`config.mk`:
```
export PLATFORM = sky130hd
export DESIGN_NAME = coh_snoop_ctl
export DESIGN_NICKNAME = d
export VERILOG_FILES = /design/src/rtl/coh_snoop_ctl.sv
export SDC_FILE = /design/constraint.sdc
export NUM_CORES = 1
export LEC_CHECK = 0
export BUFFER_PORTS_ARGS = -buffer_cell sky130_fd_sc_hd__buf_2
export CORE_MARGIN = 3
export CORE_UTILIZATION = 60
export DETAILED_ROUTE_END_ITERATION = 10
export GPL_ROUTABILITY_DRIVEN = 0
export GPL_TIMING_DRIVEN = 1
export PLACE_DENSITY = 0.8
export SYNTH_ARGS = -nofsm -noshare
export SYNTH_HDL_FRONTEND = slang
export SYNTH_SLANG_ARGS = --single-unit
```
`constraint.sdc`:
```
create_clock -name clk -period 5.1 [get_ports clk]
set_input_delay 1.02 -clock clk [delete_from_list [all_inputs] [get_ports clk]]
set_output_delay 1.02 -clock clk [all_outputs]
set_load 0.01 [all_outputs]
```
`src/rtl/coh_snoop_ctl.sv`:
```
module coh_snoop_ctl #(
  parameter int ADDR_W = 8,
  parameter int IDX_W  = 3
) (
  input  logic              clk,
  input  logic              rst_n,
  input  logic              c2c_en,
  input  logic              cpu_req,
  input  logic [1:0]        cpu_op,
  input  logic [ADDR_W-1:0] cpu_addr,
  output logic              cpu_ready,
  output logic [1:0]        cpu_state,
  output logic              bus_req,
  output logic [1:0]        bus_cmd,
  output logic [ADDR_W-1:0] bus_addr,
  input  logic              bus_gnt,
  input  logic              bus_done,
  input  logic              shared_in,
  input  logic              snp_valid,
  input  logic [1:0]        snp_cmd,
  input  logic [ADDR_W-1:0] snp_addr,
  output logic              shared_out,
  output logic              flush_out,
  output logic              supply_out
);
  localparam int LINES = 1 << IDX_W;
  localparam int TAG_W = ADDR_W - IDX_W;
  localparam logic [1:0] ST_I = 2'd0, ST_S = 2'd1, ST_E = 2'd2, ST_M = 2'd3;
  localparam logic [1:0] C_RD = 2'd0, C_RDX = 2'd1, C_UPG = 2'd2, C_WB = 2'd3;
  localparam logic [1:0] OP_LD = 2'd0, OP_ST = 2'd1, OP_RP = 2'd2;

  logic [1:0]        st_q  [LINES];
  logic [TAG_W-1:0]  tag_q [LINES];
  logic              busy_q, evict_q;
  logic [1:0]        cmd_q;
  logic [ADDR_W-1:0] addr_q;

  wire [IDX_W-1:0] c_idx  = cpu_addr[IDX_W-1:0];
  wire [TAG_W-1:0] c_tag  = cpu_addr[ADDR_W-1:IDX_W];
  wire [1:0]       c_line = st_q[c_idx];
  wire             c_hit  = (c_line != ST_I) && (tag_q[c_idx] == c_tag);
  wire             vdirty = (c_line == ST_M) && !c_hit;
  assign cpu_state = c_hit ? c_line : ST_I;

  logic       need, evict, loc_wr;
  logic [1:0] want, loc_st;
  always_comb begin
    need = 1'b0; evict = 1'b0; want = C_RD; loc_wr = 1'b0; loc_st = cpu_state;
    case (cpu_op)
      OP_LD: if (!c_hit) begin need = 1'b1; evict = vdirty; want = vdirty ? C_WB : C_RD; end
      OP_ST: case (cpu_state)
        ST_M: ;
        ST_E: begin loc_wr = 1'b1; loc_st = ST_M; end
        ST_S: begin need = 1'b1; want = C_UPG; end
        default: begin need = 1'b1; evict = vdirty; want = vdirty ? C_WB : C_RDX; end
      endcase
      OP_RP: if (cpu_state == ST_M) begin need = 1'b1; want = C_WB; end
             else if (c_hit) begin loc_wr = 1'b1; loc_st = ST_I; end
      default: ;
    endcase
  end

  wire idle_go = cpu_req && !busy_q;
  assign bus_req   = busy_q || (idle_go && need);
  assign bus_cmd   = busy_q ? cmd_q : want;
  assign bus_addr  = busy_q ? addr_q : (evict ? {tag_q[c_idx], c_idx} : cpu_addr);
  assign cpu_ready = busy_q ? (bus_done && !evict_q) : (idle_go && !need && !snp_valid);

  wire [IDX_W-1:0] s_idx  = snp_addr[IDX_W-1:0];
  wire [1:0]       s_line = st_q[s_idx];
  wire s_hit = snp_valid && !busy_q && (s_line != ST_I) &&
               (tag_q[s_idx] == snp_addr[ADDR_W-1:IDX_W]);
  assign shared_out = s_hit;
  assign flush_out  = s_hit && (s_line == ST_M) && (snp_cmd != C_WB);
  assign supply_out = s_hit && c2c_en && (snp_cmd == C_RD) &&
                      ((s_line == ST_S) || (s_line == ST_E));

  wire [IDX_W-1:0] a_idx = addr_q[IDX_W-1:0];

  always_ff @(posedge clk or negedge rst_n) begin
    if (!rst_n) begin
      busy_q <= 1'b0; evict_q <= 1'b0; cmd_q <= C_RD; addr_q <= '0;
      for (int i = 0; i < LINES; i++) begin
        st_q[i]  <= ST_I;
        tag_q[i] <= '0;
      end
    end else if (busy_q) begin
      if (bus_done) begin
        busy_q <= 1'b0;
        tag_q[a_idx] <= addr_q[ADDR_W-1:IDX_W];
        case (cmd_q)
          C_RD:         st_q[a_idx] <= shared_in ? ST_S : ST_E;
          C_RDX, C_UPG: st_q[a_idx] <= ST_M;
          default:      st_q[a_idx] <= ST_I;
        endcase
      end
    end else begin
      if (bus_req && bus_gnt) begin
        busy_q <= 1'b1; cmd_q <= want; addr_q <= bus_addr; evict_q <= evict;
      end else if (cpu_ready && loc_wr) begin
        st_q[c_idx] <= loc_st;
      end
      if (s_hit && snp_cmd != C_WB)
        st_q[s_idx] <= (snp_cmd == C_RD) ? ST_S : ST_I;
    end
  end
endmodule

```
==> flow_metrics.env, run 1 <==
export IMPL_syn_avg_cell_area_um2=9.803
export IMPL_cts_root_buffer="clkbuf_8"
export IMPL_initial_core_util=0.6277
export IMPL_coreArea_mm2=0.008341
export IMPL_initialDrtViolationCount=383
export IMPL_hpwl_mm=11.27
export IMPL_worst_setup_path_type="in2out"
export IMPL_crit_top_cell="buf_2"
export IMPL_layout_min_cycle_time_ps=4904
export IMPL_synth_cell_type_count=69
export IMPL_max_cap_violations=0
export IMPL_holdPathStages=1
export IMPL_path_max_fanout=26
export IMPL_layout_common_cells="68 x dfrtp_1, 49 x mux2_2, 44 x mux2i_1, 44 x buf_2, 31 x nor2_1"
export IMPL_setup_viol=0
export IMPL_viasPerCell=7.167
export IMPL_fillerInstances=646
export IMPL_hold_viol=0
export IMPL_ioPinCount=45
export IMPL_grt_setup_unrepaired="false"
export IMPL_numCtsBuffers=9
export IMPL_critPathCaptureType="output pin"
export IMPL_cts_max_level=3
export IMPL_arrival_ps=3880
export IMPL_min_delay_start="tag_q[2]$_DFFE_PN0P_"
export IMPL_clock_fmax_ghz=0.2039
export IMPL_grt_antenna_before_repair=0
export IMPL_path_clk_slew_ps=70
export IMPL_first_pass_iters=5
export IMPL_required_ps=4080
export IMPL_setup_tns_ps=0
export IMPL_worstRegToRegCells=9
export IMPL_drt_total_wl_mm=15.75
export IMPL_drcViolationCount=0
export IMPL_slew_headroom=0.2013
export IMPL_ctsResizeCount=0
export IMPL_drv_slew=0
export IMPL_ant_nets=0
export IMPL_track_usage=0.3261
export IMPL_post_cts_buffers=0
export IMPL_hp_class="reg2reg"
export IMPL_yosysWarnings=0
export IMPL_dr_total_vias=4816
export IMPL_port_buffers=44
export IMPL_status="finished clean"
export IMPL_ys_ff_latch=68
export IMPL_start_kind="input pin"
export IMPL_async_flop_share=1.000
export IMPL_ys_seq_area_frac=0.3250
export IMPL_wl_per_cell_um=23.44
export IMPL_grt_pass1_wl_mm=25.19
export IMPL_finalCritPeriodShare=0.9615
export IMPL_fin_skew_ps=14.56
export IMPL_area_growth_pct=7.959
export IMPL_timing_reg2reg_setup_slack_ps=1710
export IMPL_critPathMaxStageDelay_ps=590
export IMPL_fp_row_count=33
export IMPL_synth_nets=570
export IMPL_synth_area_mm2=0.005235
export IMPL_synthCells=534
export IMPL_peakVddDrop_mv=0.2607
export IMPL_nets=599
export IMPL_die_h_um=99.41
export IMPL_tritoncts="done"
export IMPL_grt_pass1_vias=4685
export IMPL_synth_flop_cell="dfrtp_1"
export IMPL_hold_worst_slack_ps=531.8
export IMPL_timing_rr_end="evict_q$_DFFE_PN0P_"
export IMPL_cp_cell_sequence="buf_2 -> mux2i_1 -> a22o_1 -> o21a_1 -> nor4b_4 -> nand3_1 -> or3_1 -> o211ai_1 -> o21ai_1 -> buf_2"
export IMPL_design_area_mm2=0.005652
export IMPL_final_util=0.6776
export IMPL_overflow=0
export IMPL_cts_hold_buf=0
export IMPL_clk_latency_ps=350
export IMPL_die_area_mm2=0.009881
export IMPL_cts_path_max_buffers=2
export IMPL_p_per_area_mw_per_mm2=384.8
export IMPL_worst_pin_slew_ps=1189
export IMPL_grt_max_degree=43
export IMPL_final_common_cell="dfrtp_1"
export IMPL_synth_edf_count=0
export IMPL_cts_sinks=68
export IMPL_leakage_nw=2.464
export IMPL_min_to="tag_q[2]$_DFFE_PN0P_"
export IMPL_antenna_cells=0
export IMPL_placed_area_mm2=0.005485
export IMPL_cp_slowest_cell="buf_2"
export IMPL_die_x_um=99.41
export IMPL_drive_gt1_frac=0.2487
export IMPL_r2r_start="tag_q[20]$_DFFE_PN0P_"
-- sequential cells by signal (all words and copies together), names as in the netlist --
signal,flops
evict_q,1
cmd_q,2
tag_q,40
busy_q,1
addr_q,8
st_q,16
-- worst max-delay path by stage --
stage	from	end	slack [ps]	cells after the start
after floorplan	cpu_addr[0]	bus_cmd[1]	860	11
after global placement	cpu_addr[0]	bus_addr[3]	410	9
after detailed placement	cpu_addr[0]	bus_cmd[1]	270	10
after CTS	cpu_addr[0]	bus_cmd[1]	260	10
after global routing	cpu_addr[0]	bus_addr[3]	6	9
final	cpu_addr[0]	bus_cmd[1]	200	10
-- stage by stage --
| stage | power, mW | setup WS, ps | cells |
|---|---|---|---|
| 2_1_floorplan | 1.489 | 861.9 | 534 |
| 3_3_place_gp | 1.704 | 409.5 | 657 |
| 3_5_place_dp | 1.750 | 271.0 | 657 |
| 4_1_cts | 2.150 | 260.9 | 672 |
| 5_1_grt | 2.289 | 5.900 | 672 |
| 6_report | 2.175 | 196.3 | 672 |
-- worst max-delay path: cells and delay by family --
kind | cells | cell delay (ps)
compound gates | 4 | 720
buf+inv | 2 | 740
mux | 1 | 190
simple gates | 3 | 1200
-- power breakdown --
| group | internal (mW) | total [mW] | switching [mW] |
|---|---|---|---|
| clock | 0.174 | 0.400 | 0.226 |
| combinational | 0.407 | 0.831 | 0.424 |
| sequential | 0.722 | 0.944 | 0.222 |
-- synthesized netlist by cell type, types with 3 or more instances --
| cell type | number | share of area |
|---|---|---|
| mux2_2 | 49 | 0.11 |
| nand4_1 | 8 | 0.0096 |
| and3_1 | 3 | 0.0036 |
| nand3_1 | 7 | 0.0067 |
| o41ai_1 | 4 | 0.0067 |
| buf_6 | 4 | 0.0086 |
| mux4_2 | 6 | 0.026 |
| and3b_1 | 3 | 0.0050 |
| mux2_1 | 8 | 0.017 |
| clkbuf_1 | 20 | 0.014 |
| nand2b_1 | 6 | 0.0072 |
| a22o_1 | 17 | 0.028 |
| and2_1 | 5 | 0.0060 |
| or4_1 | 6 | 0.0086 |
| nor2b_1 | 20 | 0.024 |
| xor2_1 | 5 | 0.0084 |
| nor3_1 | 21 | 0.020 |
| mux2i_1 | 44 | 0.084 |
| nor2_1 | 31 | 0.022 |
| a22oi_1 | 11 | 0.016 |
| or3_1 | 3 | 0.0036 |
| or2_2 | 3 | 0.0036 |
| buf_1 | 3 | 0.0022 |
| a21oi_1 | 9 | 0.0086 |
| o31ai_2 | 4 | 0.0096 |
| nor3b_1 | 6 | 0.0086 |
| nand3b_1 | 6 | 0.0086 |
| buf_2 | 9 | 0.0086 |
| ha_1 | 8 | 0.019 |
| dfrtp_1 | 68 | 0.33 |
| o211ai_1 | 4 | 0.0057 |
| o211a_1 | 4 | 0.0076 |
| nor4_1 | 9 | 0.011 |
| nand2_1 | 25 | 0.018 |
| o21ai_1 | 12 | 0.011 |
| inv_1 | 14 | 0.010 |
| o21ai_0 | 21 | 0.020 |
| o31ai_1 | 6 | 0.0086 |
-- per-layer routing --
metal  global-route usage  routed length (µm)  vias up
met5                    0                   0        -
met4               0.1922                 990        0
met3              0.05049                1428       98
met2               0.5010                7221      327
met1               0.4373                6112     2301
li1                     -                   -     2090
-- layout make-up --
cell class              count  area [µm²]  area share
clock buffers               9       123.9     0.02192
flip-flops and latches     68        1702      0.3011
inverters                  15       56.30    0.009962
clock inverters             6       42.54    0.007527
multi-input cells         415        3301      0.5840
well taps                 105       131.4     0.02325
repair buffers             54       295.3     0.05225
-- kinds of logic (layout without fill, tap and decap cells) --
family,count (synthesis),count (layout),synth area share
AOI/OAI and AO/OA,118,118,0.1690
xor gates and xnor gates,6,6,0.01004
adders and majority gates,8,8,0.01912
buffers and inverters,51,84,0.04445
DFF,68,68,0.3250
muxes,109,109,0.2426
and+or+nand+nor,174,174,0.1898
Note: power is estimated with default switching activity, not from simulation.
==> run 2, diff against run 1 <==
--- a/config.mk
+++ b/config.mk
@@ -6,6 +6,7 @@
 export NUM_CORES = 1
 export LEC_CHECK = 0
 export BUFFER_PORTS_ARGS = -buffer_cell sky130_fd_sc_hd__buf_2
+export CORE_ASPECT_RATIO = 2
 export CORE_MARGIN = 3
 export CORE_UTILIZATION = 60
 export DETAILED_ROUTE_END_ITERATION = 10
==> flow_metrics.env, run 2 (synthesis results as in run 1) <==
export IMPL_status="finished clean"
export IMPL_r2r_start="st_q[5]$_DFFE_PN0P_"
export IMPL_first_pass_iters=8
export IMPL_final_util=0.6870
export IMPL_initial_core_util=0.6225
export IMPL_drv_slew=0
export IMPL_final_cells=666
export IMPL_die_x_um=72.05
export IMPL_wl_per_cell_um=25.53
export IMPL_multi_input_area_mm2=0.003301
export IMPL_design_area_mm2=0.005777
export IMPL_hp_class="reg2reg"
export IMPL_setup_tns_ps=0
export IMPL_largest_register="tag_q"
export IMPL_grt_pass1_vias=4969
export IMPL_critPathMaxStageDelay_ps=530
export IMPL_clock_fmax_ghz=0.2078
export IMPL_antenna_cells=0
export IMPL_leakage_nw=2.526
export IMPL_cp_top_family="simple AND/OR/NAND/NOR gates"
export IMPL_worst_setup_path_type="in2out"
export IMPL_worst_pin_slew_ps=1226
export IMPL_peakVddDrop_mv=0.3387
export IMPL_critPathCaptureType="output pin"
export IMPL_port_buffers=44
export IMPL_ant_nets=0
export IMPL_cts_path_max_buffers=2
export IMPL_post_cts_buffers=0
export IMPL_crit_cells=9
export IMPL_worst_slack_ps=287.6
export IMPL_arrival_ps=3790
export IMPL_fillerInstances=689
export IMPL_place_ws_ps=368.6
export IMPL_numPlacedInstances=651
export IMPL_dr_total_vias=4907
export IMPL_required_ps=4080
export IMPL_cp_cell_sequence="buf_2 -> mux4_1 -> nor2b_1 -> or2_1 -> nand3_1 -> nor2_1 -> mux2_2 -> mux2_2 -> buf_2"
export IMPL_placed_area_mm2=0.005484
export IMPL_grt_antenna_before_repair=0
export IMPL_area_growth_pct=10.35
export IMPL_tritoncts="done"
export IMPL_final_common_cell="dfrtp_1"
export IMPL_ioPinCount=45
export IMPL_timing_rr_end="st_q[0]$_DFFE_PN0P_"
export IMPL_cp_slowest_cell="nor2_1"
export IMPL_numCtsBuffers=9
export IMPL_initialDrtViolationCount=763
export IMPL_hpwl_mm=12.24
export IMPL_grt_setup_unrepaired="false"
export IMPL_nets=600
export IMPL_viasPerCell=7.368
export IMPL_slew_headroom=0.1761
export IMPL_max_cap_violations=0
export IMPL_cts_max_level=3
export IMPL_p_per_area_mw_per_mm2=417.1
export IMPL_overflow=0
export IMPL_path_clk_slew_ps=50
export IMPL_clk_latency_ps=330
export IMPL_largestRegisters="tag_q: 40 flops, st_q: 16 flops, addr_q: 8 flops"
export IMPL_drcViolationCount=0
export IMPL_start_kind="input pin"
export IMPL_hold_viol=0
export IMPL_path_max_fanout=23
export IMPL_cts_sinks=68
export IMPL_cts_root_buffer="clkbuf_16"
export IMPL_fin_skew_ps=4.467
export IMPL_grt_max_degree=52
export IMPL_die_area_mm2=0.009950
export IMPL_drt_total_wl_mm=17.01
export IMPL_holdPathStages=1
export IMPL_layout_min_cycle_time_ps=4812
export IMPL_drive_gt1_frac=0.2482
export IMPL_finalCritPeriodShare=0.9436
export IMPL_die_h_um=138.1
export IMPL_largest_register_ffs=40
export IMPL_cts_hold_buf=0
export IMPL_seqCellArea_mm2=0.001702
export IMPL_coreArea_mm2=0.008409
export IMPL_worstRegToRegCells=9
export IMPL_fp_row_count=47
export IMPL_grt_pass1_wl_mm=26.56
export IMPL_ctsResizeCount=0
export IMPL_track_usage=0.3527
export IMPL_min_to="tag_q[3]$_DFFE_PN0P_"
export IMPL_min_delay_start="tag_q[3]$_DFFE_PN0P_"
export IMPL_setup_viol=0
export IMPL_layout_common_cells="68 x dfrtp_1, 49 x mux2_2, 44 x mux2i_1, 44 x buf_2, 31 x nor2_1"
export IMPL_timing_reg2reg_setup_slack_ps=1820
export IMPL_critPathBufInv=2
## run 2: power breakdown
group	total [mW]	leakage, nW	switching [mW]	internal [mW]
clock network	0.617	0.138	0.230	0.388
registers	0.945	0.900	0.221	0.724
logic	0.847	1.49	0.440	0.406
## run 2: stage by stage
stage,hold WS (ps),power [mW]
finish,530.9,2.410
global route,540.3,2.520
CTS,533.3,2.380
detailed placement,521.7,1.753
global placement,506.0,1.709
floorplan,492.4,1.489
## run 2: worst max path at each step
stage	slack (ps)	start	to
floorplan	860	cpu_addr[0]	bus_cmd[1]
global placement	440	cpu_addr[0]	bus_addr[3]
detailed placement	370	cpu_addr[0]	bus_addr[3]
CTS	370	cpu_addr[0]	bus_addr[3]
global route	160	cpu_addr[2]	bus_req
finish	290	cpu_addr[0]	bus_addr[3]
## run 2: cell type report
class / count / share of cell area
Sequential cell: 68 / 0.2946
Tap cell: 98 / 0.02123
Multi-Input combinational cell: 415 / 0.5714
Clock inverter: 4 / 0.008664
Inverter: 15 / 0.009747
Clock buffer: 11 / 0.04202
Timing Repair Buffer: 55 / 0.05241
## run 2: metal layers
metal	wire, µm	track usage	up-vias
li1	-	-	2093
met1	5432	0.3648	2336
met2	8687	0.5956	347
met3	1319	0.09012	131
met4	1567	0.2557	0
met5	0	0	-
## run 2: worst register-to-register path: stages, from the launching register on
cell     delay [ps]
dfrtp_1         450
mux4_1          490
nor2b_1         180
nor2_1          360
buf_4           230
nor4_1           80
or3b_1          580
o41a_1          410
nor3_1          230
o31ai_1         120
==> run 3, diff against run 2 <==
==> constraint.sdc (replaced) <==
create_clock -name clk -period 5.9 [get_ports clk]
set_input_delay 1.18 -clock clk [delete_from_list [all_inputs] [get_ports clk]]
set_output_delay 1.18 -clock clk [all_outputs]
set_load 0.01 [all_outputs]
==> flow_metrics.env, run 3 (synthesis results as in run 1) <==
export IMPL_largestRegisters="tag_q: 40 flops, st_q: 16 flops, addr_q: 8 flops"
export IMPL_hold_worst_slack_ps=534.8
export IMPL_hold_viol=0
export IMPL_placed_area_mm2=0.005454
export IMPL_worst_pin_slew_ps=1211
export IMPL_ant_nets=0
export IMPL_grt_antenna_before_repair=0
export IMPL_hpwl_mm=12.12
export IMPL_overflow=0
export IMPL_cts_hold_buf=0
export IMPL_die_area_mm2=0.009950
export IMPL_clk_latency_ps=350
export IMPL_start_kind="input pin"
export IMPL_clock_fmax_ghz=0.1879
export IMPL_final_util=0.6875
export IMPL_initialDrtViolationCount=632
export IMPL_final_common_cell="dfrtp_1"
export IMPL_startpoint="cpu_addr[0]"
export IMPL_ioPinCount=45
export IMPL_leakage_nw=2.524
export IMPL_hp_class="reg2reg"
export IMPL_fin_skew_ps=7.720
export IMPL_antenna_cells=0
export IMPL_drv_slew=0
export IMPL_numPlacedInstances=647
export IMPL_peakVddDrop_mv=0.2537
export IMPL_cts_sinks=68
export IMPL_r2r_start="busy_q$_DFF_PN0_"
export IMPL_grt_setup_unrepaired="false"
export IMPL_first_pass_iters=7
export IMPL_path_max_fanout=30
export IMPL_coreArea_mm2=0.008409
export IMPL_finalCritPeriodShare=0.9019
export IMPL_setup_viol=0
export IMPL_die_h_um=138.1
export IMPL_numCtsBuffers=9
export IMPL_cts_max_level=3
export IMPL_track_usage=0.3564
export IMPL_largest_register="tag_q"
export IMPL_layout_common_cells="68 x dfrtp_1, 49 x mux2_2, 44 x mux2i_1, 44 x buf_2, 31 x nor2_1"
export IMPL_setup_tns_ps=0
export IMPL_place_ws_ps=696.3
export IMPL_power_mw=2.149
export IMPL_fp_row_count=47
export IMPL_largest_register_ffs=40
export IMPL_die_x_um=72.05
export IMPL_cts_path_max_buffers=2
export IMPL_critPathCaptureType="output pin"
export IMPL_max_cap_violations=0
export IMPL_ctsResizeCount=0
export IMPL_port_buffers=44
export IMPL_min_delay_start="tag_q[36]$_DFFE_PN0P_"
export IMPL_critPathMaxStageDelay_ps=630
export IMPL_path_clk_slew_ps=60
export IMPL_cp_top_family="multiplexers"
export IMPL_grt_pass1_vias=4940
export IMPL_arrival_ps=4140
export IMPL_area_growth_pct=10.44
export IMPL_layout_min_cycle_time_ps=5321
export IMPL_status="finished clean"
export IMPL_cp_slowest_cell="buf_2"
export IMPL_final_cells=663
export IMPL_cp_cell_sequence="buf_2 -> mux4_1 -> nor2b_1 -> or2_1 -> nand3_1 -> nor2_1 -> mux2_2 -> mux2_2 -> buf_2"
export IMPL_grt_max_degree=48
export IMPL_tritoncts="done"
export IMPL_drive_gt1_frac=0.2442
export IMPL_design_area_mm2=0.005782
export IMPL_post_cts_buffers=0
export IMPL_viasPerCell=7.357
export IMPL_slew_headroom=0.1907
export IMPL_p_per_area_mw_per_mm2=371.6
export IMPL_dr_total_vias=4878
export IMPL_wl_per_cell_um=25.91
export IMPL_worst_setup_path_type="in2out"
export IMPL_worst_slack_ps=578.9
export IMPL_critPathBufInv=2
export IMPL_initial_core_util=0.6225
export IMPL_cts_root_buffer="clkbuf_16"
export IMPL_drt_total_wl_mm=17.18
export IMPL_required_ps=4720
export IMPL_drcViolationCount=0
export IMPL_nets=596
export IMPL_grt_pass1_wl_mm=26.81
[run 3: final cells by class]
class,instances,area (µm²)
clock buffer,11,242.7
sequential,68,1702
multi-input combinational,415,3301
clock inverter,5,85.08
tap,98,122.6
inverter,15,56.30
fill,652,2628
timing repair buffer,51,272.8
[run 3: path summary, 6_finish.rpt]
check / to / slack [ps] / cells after the start
max: bus_addr[3] / 580 / 9
min: tag_q[36]$_DFFE_PN0P_ / 530 / 1
max reg2reg: st_q[14]$_DFFE_PN0P_ / 2500 / 8
min reg2reg: tag_q[36]$_DFFE_PN0P_ / 530 / 1
max in group asynchronous: tag_q[1]$_DFFE_PN0P_ / 4060 / 2
min in group asynchronous: addr_q[3]$_DFFE_PN0P_ / 810 / 1
[run 3: power by group]
part | switching (mW) | internal [mW]
Sequential | 0.198 | 0.626
Clock | 0.217 | 0.383
Combinational | 0.377 | 0.349
[run 3: layer usage]
layer | vias up | part of all wire | track usage | wire, µm
met5 | - | 0 | 0 | 0
met4 | 0 | 0.088 | 0.2448 | 1508
met3 | 119 | 0.072 | 0.07631 | 1243
met2 | 318 | 0.51 | 0.6107 | 8746
met1 | 2355 | 0.33 | 0.3759 | 5682
li1 | 2086 | - | - | -
